**config.mk**
```make
export PLATFORM = sky130hd
export DESIGN_NAME = ptr_iot_ctrl
export DESIGN_NICKNAME = d
export VERILOG_FILES = /design/src/rtl/ptr_pkg.sv /design/src/rtl/ptr_strobe_sync.sv /design/src/rtl/ptr_iot_decode.sv /design/src/rtl/ptr_reader_state.sv /design/src/rtl/ptr_iot_ctrl.sv
export SDC_FILE = /design/constraint.sdc
export NUM_CORES = 1
export LEC_CHECK = 0
export BUFFER_PORTS_ARGS = -buffer_cell sky130_fd_sc_hd__buf_2
export CORE_UTILIZATION = 49
export DETAILED_ROUTE_END_ITERATION = 6
export GPL_TIMING_DRIVEN = 0
export PLACE_DENSITY = 0.76
export SLEW_MARGIN = 20
export SYNTH_ARGS = -nofsm -noshare
export SYNTH_HDL_FRONTEND = slang
export SYNTH_SLANG_ARGS = --single-unit
export TNS_END_PERCENT = 50
```
**constraint.sdc**
```tcl
create_clock -name clk -period 1.7 [get_ports clk]
set_input_delay 0.17 -clock clk [delete_from_list [all_inputs] [get_ports clk]]
set_output_delay 0.17 -clock clk [all_outputs]
set_load 0.01 [all_outputs]
```
**src/rtl/ptr_pkg.sv**
```systemverilog
package ptr_pkg;

    localparam int CODE_W = 6;
    localparam int IOT_N  = 3;

    localparam int IOT_SKIP  = 0;
    localparam int IOT_READ  = 1;
    localparam int IOT_FETCH = 2;

    localparam int CTRL_SET_FLAG = 0;
    localparam int CTRL_CLR_IRQ  = 1;

    typedef enum logic {
        HREG_CHAR = 1'b0,
        HREG_CTRL = 1'b1
    } host_reg_e;

    typedef struct packed {
        logic clr_flag;
        logic fetch_req;
    } cpu_evt_t;

    typedef struct packed {
        logic set_flag;
        logic clr_irq;
        logic load_char;
    } host_cmd_t;

    function automatic logic code_hit(input logic [CODE_W-1:0] seen,
                                      input logic [CODE_W-1:0] own);
        return seen == own;
    endfunction

endpackage

```
**src/rtl/ptr_strobe_sync.sv**
```systemverilog
module ptr_strobe_sync #(
    parameter int STAGES = 2
) (
    input  logic clk,
    input  logic rst,
    input  logic raw_i,
    output logic level_o,
    output logic rise_o
);
    logic [STAGES-1:0] chain;
    logic              last;

    generate
        if (STAGES == 1) begin : g_single
            always_ff @(posedge clk) begin
                if (rst) chain <= '0;
                else     chain <= raw_i;
            end
        end else begin : g_shift
            always_ff @(posedge clk) begin
                if (rst) chain <= '0;
                else     chain <= {chain[STAGES-2:0], raw_i};
            end
        end
    endgenerate

    always_ff @(posedge clk) begin
        if (rst) last <= 1'b0;
        else     last <= chain[STAGES-1];
    end

    assign level_o = chain[STAGES-1];
    assign rise_o  = level_o & ~last;

    assert_single_pulse_R11: assert property (@(posedge clk) disable iff (rst)
        rise_o |=> !rise_o);

endmodule

```
**src/rtl/ptr_iot_decode.sv**
```systemverilog
module ptr_iot_decode
    import ptr_pkg::*;
#(
    parameter logic [CODE_W-1:0] DEV_CODE = 6'o01,
    parameter int                CHAR_W   = 8
) (
    input  logic              clk,
    input  logic              rst,
    input  logic [CODE_W-1:0] dev_sel,
    input  logic [IOT_N-1:0]  level,
    input  logic [IOT_N-1:0]  rise,
    input  logic              flag,
    input  logic [CHAR_W-1:0] pres_char,
    output logic              skip_n,
    output logic              bus_oe,
    output logic [CHAR_W-1:0] bus_data,
    output cpu_evt_t          evt
);
    logic             hit;
    logic [IOT_N-1:0] g_level;
    logic [IOT_N-1:0] g_rise;

    assign hit = code_hit(dev_sel, DEV_CODE);

    genvar i;
    generate
        for (i = 0; i < IOT_N; i++) begin : g_gate
            assign g_level[i] = level[i] & hit;
            assign g_rise[i]  = rise[i] & hit;
        end
    endgenerate

    always_comb begin
        skip_n        = ~(g_level[IOT_SKIP] & flag);
        bus_oe        = g_level[IOT_READ];
        bus_data      = g_level[IOT_READ] ? pres_char : '0;
        evt.clr_flag  = g_rise[IOT_READ] | g_rise[IOT_FETCH];
        evt.fetch_req = g_rise[IOT_FETCH];
    end

    assert_foreign_idle_R2: assert property (@(posedge clk) disable iff (rst)
        !hit |-> (skip_n && !bus_oe && bus_data == '0 && evt == '0));

    assert_skip_only_on_flag_R3: assert property (@(posedge clk) disable iff (rst)
        !skip_n |-> (flag && level[IOT_SKIP]));

endmodule

```
**src/rtl/ptr_reader_state.sv**
```systemverilog
module ptr_reader_state
    import ptr_pkg::*;
#(
    parameter int CHAR_W = 8
) (
    input  logic              clk,
    input  logic              rst,
    input  cpu_evt_t          evt,
    input  host_cmd_t         cmd,
    input  logic [CHAR_W-1:0] wdata,
    output logic              flag,
    output logic [CHAR_W-1:0] pres_char,
    output logic              irq
);
    logic [CHAR_W-1:0] hold_char;
    logic              hold_vld;
    logic              take;

    assign take = cmd.set_flag & ~evt.clr_flag;

    always_ff @(posedge clk) begin
        if (rst) begin
            flag      <= 1'b0;
            pres_char <= '0;
            hold_char <= '0;
            hold_vld  <= 1'b0;
            irq       <= 1'b0;
        end else begin
            if (evt.clr_flag)  flag <= 1'b0;
            else if (take)     flag <= 1'b1;

            if (cmd.load_char) begin
                hold_char <= wdata;
                hold_vld  <= 1'b1;
            end else if (take && hold_vld) begin
                pres_char <= hold_char;
                hold_vld  <= 1'b0;
            end

            if (evt.fetch_req)    irq <= 1'b1;
            else if (cmd.clr_irq) irq <= 1'b0;
        end
    end

    assert_clear_wins_R10: assert property (@(posedge clk) disable iff (rst)
        evt.clr_flag |=> !flag);

    assert_fetch_raises_R5: assert property (@(posedge clk) disable iff (rst)
        evt.fetch_req |=> irq);

    assert_irq_sticky_R6: assert property (@(posedge clk) disable iff (rst)
        (irq && !cmd.clr_irq) |=> irq);

    assert_set_moves_hold_R7: assert property (@(posedge clk) disable iff (rst)
        (take && hold_vld) |=> (flag && pres_char == $past(hold_char)));

    assert_char_stable_R8: assert property (@(posedge clk) disable iff (rst)
        !take |=> $stable(pres_char));

endmodule

```
**src/rtl/ptr_iot_ctrl.sv**
```systemverilog
module ptr_iot_ctrl
    import ptr_pkg::*;
#(
    parameter logic [CODE_W-1:0] DEV_CODE    = 6'o01,
    parameter int                CHAR_W      = 8,
    parameter int                SYNC_STAGES = 2
) (
    input  logic              clk,
    input  logic              rst,
    input  logic [CODE_W-1:0] dev_sel,
    input  logic              iot_skip,
    input  logic              iot_read,
    input  logic              iot_fetch,
    output logic              skip_n,
    output logic              bus_oe,
    output logic [CHAR_W-1:0] bus_data,
    input  logic              host_we,
    input  logic              host_addr,
    input  logic [CHAR_W-1:0] host_wdata,
    output logic              host_irq
);
    logic [IOT_N-1:0]  raw;
    logic [IOT_N-1:0]  level;
    logic [IOT_N-1:0]  rise;
    cpu_evt_t          evt;
    host_cmd_t         cmd;
    logic              flag;
    logic [CHAR_W-1:0] pres_char;

    assign raw[IOT_SKIP]  = iot_skip;
    assign raw[IOT_READ]  = iot_read;
    assign raw[IOT_FETCH] = iot_fetch;

    genvar k;
    generate
        for (k = 0; k < IOT_N; k++) begin : g_sync
            ptr_strobe_sync #(.STAGES(SYNC_STAGES)) u_sync (
                .clk     (clk),
                .rst     (rst),
                .raw_i   (raw[k]),
                .level_o (level[k]),
                .rise_o  (rise[k])
            );
        end
    endgenerate

    always_comb begin
        cmd.load_char = host_we && (host_reg_e'(host_addr) == HREG_CHAR);
        cmd.set_flag  = host_we && (host_reg_e'(host_addr) == HREG_CTRL)
                        && host_wdata[CTRL_SET_FLAG];
        cmd.clr_irq   = host_we && (host_reg_e'(host_addr) == HREG_CTRL)
                        && host_wdata[CTRL_CLR_IRQ];
    end

    ptr_iot_decode #(.DEV_CODE(DEV_CODE), .CHAR_W(CHAR_W)) u_decode (
        .clk       (clk),
        .rst       (rst),
        .dev_sel   (dev_sel),
        .level     (level),
        .rise      (rise),
        .flag      (flag),
        .pres_char (pres_char),
        .skip_n    (skip_n),
        .bus_oe    (bus_oe),
        .bus_data  (bus_data),
        .evt       (evt)
    );

    ptr_reader_state #(.CHAR_W(CHAR_W)) u_state (
        .clk       (clk),
        .rst       (rst),
        .evt       (evt),
        .cmd       (cmd),
        .wdata     (host_wdata),
        .flag      (flag),
        .pres_char (pres_char),
        .irq       (host_irq)
    );

    assert_bus_quiet_R4: assert property (@(posedge clk) disable iff (rst)
        !bus_oe |-> (bus_data == '0));

endmodule

```
==> results of run 1 <==
final timing paths:
kind / from / endpoint / slack (ns) / cells past startpoint
max: dev_sel[4] / bus_data[4] / 0.04 / 6
min: iot_read / g_sync[1].u_sync.chain[0] / 0.04 / 2
max reg2reg: g_sync[1].u_sync.last / u_state.pres_char[6] / 0.28 / 5
min reg2reg: g_sync[0].u_sync.chain[0] / g_sync[0].u_sync.chain[1] / 0.45 / 1
state kept, by name (all words and copies together), names as in the netlist:
register / cells
u_state.hold_char: 8
u_state.pres_char: 8
g_sync.u_sync.chain: 6
g_sync.u_sync.last: 2
u_state.flag: 1
u_state.hold_vld: 1
u_state.irq: 1
logic make-up after synthesis:
logic type | Yosys count | synth area share [%]
multiplexers | 8 | 7.31
buffers and inverters | 9 | 3.77
AO/OA/AOI/OAI | 13 | 8.45
flip-flops | 27 | 49.3
AND/OR/NAND/NOR | 61 | 31.2
power by group through the flow:
stage | Clock [mW] | Combinational, mW | Sequential (mW)
floorplan | 0 | 0.0505 | 0.673
global placement | 0 | 0.0851 | 0.675
detailed placement | 0 | 0.0889 | 0.676
CTS | 0.281 | 0.0900 | 0.662
global route | 0.309 | 0.104 | 0.664
finish | 0.274 | 0.0940 | 0.662
worst max-delay path: stages:
cell and delay, ns:
sky130_fd_sc_hd__buf_6 0.09, sky130_fd_sc_hd__or4b_4 0.55, sky130_fd_sc_hd__nor3_4 0.25, sky130_fd_sc_hd__buf_6 0.15
sky130_fd_sc_hd__and3_1 0.15, sky130_fd_sc_hd__buf_2 0.13
Yosys cell counts:
master	n	area share, %
sky130_fd_sc_hd__nor2b_1	9	5.1
sky130_fd_sc_hd__inv_1	1	0.34
sky130_fd_sc_hd__buf_6	1	1.0
sky130_fd_sc_hd__nor3b_1	1	0.69
sky130_fd_sc_hd__or4b_4	1	1.3
sky130_fd_sc_hd__nand2_1	16	5.5
sky130_fd_sc_hd__mux2i_1	8	7.3
sky130_fd_sc_hd__a32oi_1	1	0.80
sky130_fd_sc_hd__nor3_1	2	0.91
sky130_fd_sc_hd__a2111oi_4	1	2.5
sky130_fd_sc_hd__and2_1	1	0.57
sky130_fd_sc_hd__a31oi_1	1	0.57
sky130_fd_sc_hd__nand2b_1	19	11
sky130_fd_sc_hd__buf_1	2	0.69
sky130_fd_sc_hd__nand3_1	3	1.4
sky130_fd_sc_hd__o21ai_0	1	0.46
sky130_fd_sc_hd__and3_1	8	4.6
sky130_fd_sc_hd__clkbuf_1	5	1.7
sky130_fd_sc_hd__nor2_1	1	0.34
sky130_fd_sc_hd__a21oi_1	9	4.1
sky130_fd_sc_hd__dfxtp_1	27	49
cell type report:
cell class                      count  area [um2]
Timing Repair Buffer               33         193
Tap cell                           27        33.8
Fill cell                         175         644
Clock buffer                        4        26.3
Sequential cell                    27         541
Inverter                            1        3.75
Buffer                              8        45.0
Multi-Input combinational cell     82         536
what timing repair did:
action / in CTS / in global routing
setup endpoints to repair: 10 / 10
endpoints found under the hold margin: 0 / 0
cloned: 1 / 0
buffers inserted: 0 / 1
gates resized for setup: 3 / 11
pin swaps: 0 / 2
per-stage QoR:
stage | util, % | hold WS (ns) | setup slack [ns] | area [um2]
2_1_floorplan | - | 0.298 | 0.187 | 1100
3_3_place_gp | 63.6 | 0.377 | -0.131 | 1280
3_5_place_dp | 63.6 | 0.384 | -0.145 | 1280
4_1_cts | 65.5 | 0.0364 | 0.0104 | 1330
5_1_grt | 68.1 | 0.0252 | -0.00600 | 1380
6_report | 68.1 | 0.0420 | 0.0378 | 1380
layer usage:
metal	wire length [um]	part of all wire, %
met5	0	0
met4	59	2.7
met3	57	2.6
met2	1060	49
met1	999	46
==> run_summary.xml, run 1 <==
<?xml version="1.0" encoding="UTF-8"?>
<metrics>
  <group name="status">
    <metric name="run_status" unit="">finished clean</metric>
  </group>
  <group name="setup_path">
    <metric name="timing.setup.critical_path_class" unit="">primary input to output port</metric>
    <metric name="critPathLaunchType" unit="">primary input</metric>
    <metric name="timing.critical_path.fanout_max" unit="">5</metric>
    <metric name="required" unit="ns">1.53</metric>
    <metric name="worst_setup_path_end_kind" unit="">output port</metric>
    <metric name="crit_arrival" unit="ns">1.49</metric>
  </group>
  <group name="pwr">
    <metric name="power.total" unit="mW">1.03</metric>
    <metric name="share_seq_of_total_power" unit="%">64.2</metric>
    <metric name="power.clock.fraction" unit="%">26.6</metric>
    <metric name="worst_ir_drop_vdd" unit="mV">0.607</metric>
    <metric name="power.static_leakage" unit="nW">0.560</metric>
    <metric name="combinationalPowerShare" unit="%">9.1</metric>
    <metric name="cellPowerDensity" unit="mW/mm2">748</metric>
    <metric name="cellInternalPower" unit="mW">0.792</metric>
    <metric name="p_sw" unit="mW">0.238</metric>
    <metric name="switching_share" unit="%">23.1</metric>
  </group>
  <group name="grt">
    <metric name="groute.layer.met1.usage" unit="%">23.8</metric>
    <metric name="first_pass_grt_wire_length" unit="mm">3.51</metric>
    <metric name="grt_max_degree" unit="">15</metric>
    <metric name="grt.overflow.total" unit="">0</metric>
    <metric name="overall_track_demand_over_capacity_in_global_routing" unit="%">19.7</metric>
    <metric name="use_met3" unit="%">3.12</metric>
    <metric name="gr_met2_demand_resource" unit="%">31.7</metric>
    <metric name="via_count_of_the_first_global_routing_pass" unit="">819</metric>
    <metric name="initial_antenna_violation_count" unit="">0</metric>
    <metric name="grt_busiest_layer" unit="">met2</metric>
  </group>
  <group name="cts">
    <metric name="cts_buffer_depth" unit="">2</metric>
    <metric name="cts.root.buffer_cell" unit="">sky130_fd_sc_hd__clkbuf_4</metric>
    <metric name="htreeDepth" unit="">1</metric>
    <metric name="cts_tree" unit="">done</metric>
    <metric name="cts_hold_buf" unit="">0</metric>
    <metric name="clock_buffers_created_by_tritoncts" unit="">3</metric>
    <metric name="clkTransAtPathRegs" unit="ns">0.13</metric>
    <metric name="clk_latency" unit="ns">0.32</metric>
    <metric name="clock_sink_count" unit="">27</metric>
  </group>
  <group name="detailed_routing">
    <metric name="postRouteWirelength" unit="mm">2.18</metric>
    <metric name="drc_errors" unit="">0</metric>
    <metric name="drt_first_iter_violations" unit="">12</metric>
    <metric name="routedWlPerCell" unit="um">12.0</metric>
    <metric name="vias_per_cell" unit="">4.96</metric>
    <metric name="firstDrtPassIters" unit="">4</metric>
    <metric name="total_number_of_vias" unit="">903</metric>
    <metric name="number_of_nets_with_antenna_violations_after_detailed_routing" unit="">0</metric>
  </group>
  <group name="logic_synthesis">
    <metric name="syn_inst" unit="">118</metric>
    <metric name="synth.ff_latch_count" unit="">27</metric>
    <metric name="synthesis.nets" unit="">139</metric>
    <metric name="synth.yosys.seq_area_share" unit="%">49.3</metric>
    <metric name="postSynthAreaPerCell" unit="um2">9.29</metric>
    <metric name="post_synth_num_cell_types" unit="">21</metric>
    <metric name="synth.yosys.warnings" unit="">0</metric>
    <metric name="synthesis.area" unit="mm2">0.00110</metric>
  </group>
  <group name="sta">
    <metric name="finalClockSkew" unit="ns">0.00129</metric>
    <metric name="count_of_pins_over_their_slew_limit" unit="">0</metric>
    <metric name="slew-limit-headroom" unit="%">71.4</metric>
    <metric name="achievable-frequency" unit="GHz">0.602</metric>
    <metric name="min_period_over_period" unit="%">97.8</metric>
    <metric name="grt_setup_unrepaired" unit="">yes</metric>
    <metric name="finalSetupViolCount" unit="">0</metric>
    <metric name="fin_setup_tns" unit="ns">0</metric>
    <metric name="worst_pin_slew" unit="ns">0.430</metric>
    <metric name="hold_viol" unit="">0</metric>
    <metric name="fin_crit" unit="ns">1.66</metric>
  </group>
  <group name="final_layout">
    <metric name="number_of_standard_cells_in_the_final_layout_excluding_fillers" unit="">182</metric>
    <metric name="mostFrequentLayoutCell" unit="">sky130_fd_sc_hd__buf_2</metric>
    <metric name="layout_common_cells" unit="">sky130_fd_sc_hd__buf_2, sky130_fd_sc_hd__dfxtp_1, sky130_fd_sc_hd__nand2b_1, sky130_fd_sc_hd__nand2_1</metric>
    <metric name="syn2layout_area_growth" unit="%">25.7</metric>
    <metric name="diodes" unit="">0</metric>
    <metric name="numnets_final" unit="">177</metric>
    <metric name="layout-drive-gt1-share" unit="%">27.7</metric>
  </group>
  <group name="worst_hold_path">
    <metric name="hold_class" unit="">primary input to flip-flop</metric>
  </group>
  <group name="floorplan">
    <metric name="chip_height" unit="um">49.3</metric>
    <metric name="io_pins" unit="">32</metric>
    <metric name="die_w" unit="um">49.3</metric>
    <metric name="design.core.area" unit="mm2">0.00202</metric>
    <metric name="floorplan.rows" unit="">16</metric>
    <metric name="initial_util" unit="%">54.2</metric>
    <metric name="die_area" unit="mm2">0.00243</metric>
  </group>
  <group name="placed_design">
    <metric name="dp_hpwl" unit="mm">1.55</metric>
    <metric name="gpl.final_weighted_congestion" unit="">0.706</metric>
    <metric name="placedCellCount" unit="">176</metric>
    <metric name="placement.io_buffers" unit="">31</metric>
  </group>
  <group name="run">
    <metric name="max_cap_viol_count" unit="">0</metric>
  </group>
</metrics>
(Power assumes the default switching activity.)
==> run 2, diff against run 1 <==
--- a/config.mk
+++ b/config.mk
@@ -6,10 +6,10 @@
 export NUM_CORES = 1
 export LEC_CHECK = 0
 export BUFFER_PORTS_ARGS = -buffer_cell sky130_fd_sc_hd__buf_2
-export CORE_UTILIZATION = 49
+export CORE_ASPECT_RATIO = 0.5
+export CORE_UTILIZATION = 40
 export DETAILED_ROUTE_END_ITERATION = 6
 export GPL_TIMING_DRIVEN = 0
-export PLACE_DENSITY = 0.76
 export SLEW_MARGIN = 20
 export SYNTH_ARGS = -nofsm -noshare
 export SYNTH_HDL_FRONTEND = slang
==> run_summary.xml, run 2 (synthesis gave the netlist of run 1 again) <==
<?xml version="1.0" encoding="UTF-8"?>
<metrics>
  <group name="setup_path">
    <metric name="worst-path-buf-inv" unit="">3</metric>
    <metric name="crit_arrival" unit="ns">1.45</metric>
    <metric name="critPathLaunchType" unit="">primary input</metric>
    <metric name="r2r_start" unit="">g_sync[1].u_sync.last</metric>
    <metric name="worst_setup_path_end_kind" unit="">output port</metric>
    <metric name="worstPathCellList" unit="">buf_2, or4b_4, nor3_4, buf_4, and3_1, buf_2</metric>
    <metric name="required" unit="ns">1.53</metric>
    <metric name="r2r_setup_slk" unit="ns">0.31</metric>
    <metric name="critical_path_s_most_frequent_cell" unit="">sky130_fd_sc_hd__buf_2</metric>
    <metric name="reg2reg_to" unit="">u_state.pres_char[5]</metric>
    <metric name="cp_slowest_cell" unit="">sky130_fd_sc_hd__or4b_4</metric>
    <metric name="origin_of_the_worst_setup_path" unit="">dev_sel[1]</metric>
    <metric name="worst_reg_to_reg_cells" unit="">5</metric>
    <metric name="path_delay_family" unit="">simple AND/OR/NAND/NOR gates</metric>
    <metric name="timing.setup.critical_path_class" unit="">primary input to output port</metric>
    <metric name="cp_slowest_stage_delay" unit="ns">0.56</metric>
    <metric name="timing.critical_path.fanout_max" unit="">10</metric>
  </group>
  <group name="placed_design">
    <metric name="dp_hpwl" unit="mm">1.49</metric>
    <metric name="post-place-ws" unit="ns">-0.196</metric>
    <metric name="gpl.final_weighted_congestion" unit="">0.733</metric>
    <metric name="placedCellCount" unit="">184</metric>
    <metric name="placement.io_buffers" unit="">31</metric>
    <metric name="placement.cell_area" unit="mm2">0.00129</metric>
  </group>
  <group name="pwr">
    <metric name="p_sw" unit="mW">0.241</metric>
    <metric name="cellInternalPower" unit="mW">0.863</metric>
    <metric name="worst_ir_drop_vdd" unit="mV">0.428</metric>
    <metric name="switching_share" unit="%">21.8</metric>
    <metric name="power.static_leakage" unit="nW">0.557</metric>
    <metric name="cellPowerDensity" unit="mW/mm2">815</metric>
    <metric name="share_seq_of_total_power" unit="%">59.7</metric>
    <metric name="combinationalPowerShare" unit="%">8.4</metric>
    <metric name="power.clock.fraction" unit="%">31.9</metric>
  </group>
  <group name="final_layout">
    <metric name="number_of_standard_cells_in_the_final_layout_excluding_fillers" unit="">188</metric>
    <metric name="diodes" unit="">0</metric>
    <metric name="layout-drive-gt1-share" unit="%">25.5</metric>
    <metric name="mostFrequentLayoutCell" unit="">sky130_fd_sc_hd__buf_2</metric>
    <metric name="fin_area" unit="mm2">0.00136</metric>
    <metric name="numnets_final" unit="">175</metric>
    <metric name="layout_common_cells" unit="">sky130_fd_sc_hd__buf_2, sky130_fd_sc_hd__dfxtp_1, sky130_fd_sc_hd__nand2b_1, sky130_fd_sc_hd__nand2_1</metric>
    <metric name="fillCellCount" unit="">236</metric>
    <metric name="syn2layout_area_growth" unit="%">23.6</metric>
    <metric name="reg_top3" unit="">u_state.hold_char (8), u_state.pres_char (8), g_sync.u_sync.chain (6)</metric>
  </group>
  <group name="run">
    <metric name="max_cap_viol_count" unit="">0</metric>
  </group>
  <group name="worst_hold_path">
    <metric name="hold_start" unit="">iot_read</metric>
    <metric name="worst_hold_path.endpoint" unit="">g_sync[1].u_sync.chain[0]</metric>
    <metric name="hold_class" unit="">primary input to flip-flop</metric>
    <metric name="worst_hold_path.num_cells" unit="">2</metric>
  </group>
  <group name="sta">
    <metric name="worst_pin_slew" unit="ns">0.453</metric>
    <metric name="slew-limit-headroom" unit="%">69.8</metric>
    <metric name="hold_viol" unit="">0</metric>
    <metric name="fin_setup_tns" unit="ns">0</metric>
    <metric name="finalSetupViolCount" unit="">0</metric>
    <metric name="min_period_over_period" unit="%">95.5</metric>
    <metric name="count_of_pins_over_their_slew_limit" unit="">0</metric>
    <metric name="hold_slack" unit="ns">0.108</metric>
    <metric name="fin_crit" unit="ns">1.62</metric>
    <metric name="achievable-frequency" unit="GHz">0.616</metric>
    <metric name="grt_setup_unrepaired" unit="">no</metric>
    <metric name="postLayoutSetupSlackWorst" unit="ns">0.0765</metric>
    <metric name="finalClockSkew" unit="ns">0.00195</metric>
  </group>
  <group name="grt">
    <metric name="via_count_of_the_first_global_routing_pass" unit="">754</metric>
    <metric name="overall_track_demand_over_capacity_in_global_routing" unit="%">15.8</metric>
    <metric name="grt_max_degree" unit="">15</metric>
    <metric name="grt.overflow.total" unit="">0</metric>
    <metric name="first_pass_grt_wire_length" unit="mm">3.46</metric>
    <metric name="initial_antenna_violation_count" unit="">0</metric>
  </group>
  <group name="cts">
    <metric name="cts_buffer_depth" unit="">2</metric>
    <metric name="post_cts_resized" unit="">3</metric>
    <metric name="post_cts_buffers" unit="">0</metric>
    <metric name="cts.root.buffer_cell" unit="">sky130_fd_sc_hd__clkbuf_8</metric>
    <metric name="clock_buffers_created_by_tritoncts" unit="">3</metric>
    <metric name="cts_hold_buf" unit="">0</metric>
    <metric name="htreeDepth" unit="">1</metric>
    <metric name="clk_latency" unit="ns">0.27</metric>
    <metric name="clkTransAtPathRegs" unit="ns">0.08</metric>
    <metric name="cts_tree" unit="">done</metric>
    <metric name="clock_sink_count" unit="">27</metric>
  </group>
  <group name="detailed_routing">
    <metric name="number_of_nets_with_antenna_violations_after_detailed_routing" unit="">0</metric>
    <metric name="drt_first_iter_violations" unit="">34</metric>
    <metric name="firstDrtPassIters" unit="">4</metric>
    <metric name="drc_errors" unit="">0</metric>
    <metric name="vias_per_cell" unit="">4.59</metric>
    <metric name="routedWlPerCell" unit="um">11.3</metric>
    <metric name="postRouteWirelength" unit="mm">2.13</metric>
    <metric name="total_number_of_vias" unit="">862</metric>
  </group>
  <group name="floorplan">
    <metric name="io_pins" unit="">32</metric>
    <metric name="die_area" unit="mm2">0.00297</metric>
    <metric name="chip_height" unit="um">39.0</metric>
    <metric name="floorplan.rows" unit="">12</metric>
    <metric name="design.core.area" unit="mm2">0.00240</metric>
    <metric name="die_w" unit="um">76.0</metric>
    <metric name="initial_util" unit="%">45.6</metric>
  </group>
  <group name="status">
    <metric name="run_status" unit="">finished clean</metric>
  </group>
</metrics>
run 2: worst register-to-register path, stage by stage, from the launching register on:
cell and delay [ns]:
sky130_fd_sc_hd__dfxtp_1 0.30, sky130_fd_sc_hd__nand2b_1 0.16, sky130_fd_sc_hd__a2111oi_4 0.43, sky130_fd_sc_hd__nor3b_1 0.11
sky130_fd_sc_hd__buf_6 0.16, sky130_fd_sc_hd__mux2i_1 0.12
run 2: how the worst max path moves through the flow:
stage                  end  cells past startpoint  slack (ns)
2_1_floorplan  bus_data[0]                      4        0.19
3_3_place_gp   bus_data[4]                      6       -0.19
3_5_place_dp   bus_data[2]                      6       -0.20
4_1_cts        bus_data[4]                      6        0.04
5_1_grt        bus_data[2]                      6        0.02
6_report       bus_data[2]                      6        0.08
run 2: per-stage QoR:
| step | utilization, % | power (mW) |
|---|---|---|
| final | 56.4 | 1.10 |
| after global routing | 56.4 | 1.16 |
| after CTS | 56.1 | 1.12 |
| after detailed placement | 53.9 | 0.766 |
| after global placement | 53.9 | 0.765 |
| after floorplan | - | 0.723 |
run 2: area by class of cell:
| class | instances | area, um2 | share of cell area (%) |
|---|---|---|---|
| sequential | 27 | 541 | 39.9 |
| multi-input combinational | 82 | 526 | 38.8 |
| timing repair buffer | 31 | 155 | 11.4 |
| clock buffer | 4 | 45.0 | 3.32 |
| tap | 35 | 43.8 | 3.23 |
| buffer | 8 | 41.3 | 3.05 |
| inverter | 1 | 3.75 | 0.277 |
run 2: routing by layer:
metal / share of wire (%) / up-vias / track usage, %
met1: 53 / 378 / 19.9
met2: 42 / 25 / 26.8
met5: 0 / - / 0
met4: 0 / 0 / 2.88
met3: 4.8 / 0 / 5.65
li1: - / 459 / -
run 2: power by group through the flow:
| stage | logic, mW | registers, mW | clock network [mW] |
|---|---|---|---|
| floorplan | 0.0505 | 0.673 | 0 |
| global placement | 0.0903 | 0.674 | 0 |
| detailed placement | 0.0912 | 0.674 | 0 |
| CTS | 0.0922 | 0.660 | 0.371 |
| global route | 0.105 | 0.662 | 0.392 |
| finish | 0.0928 | 0.660 | 0.352 |
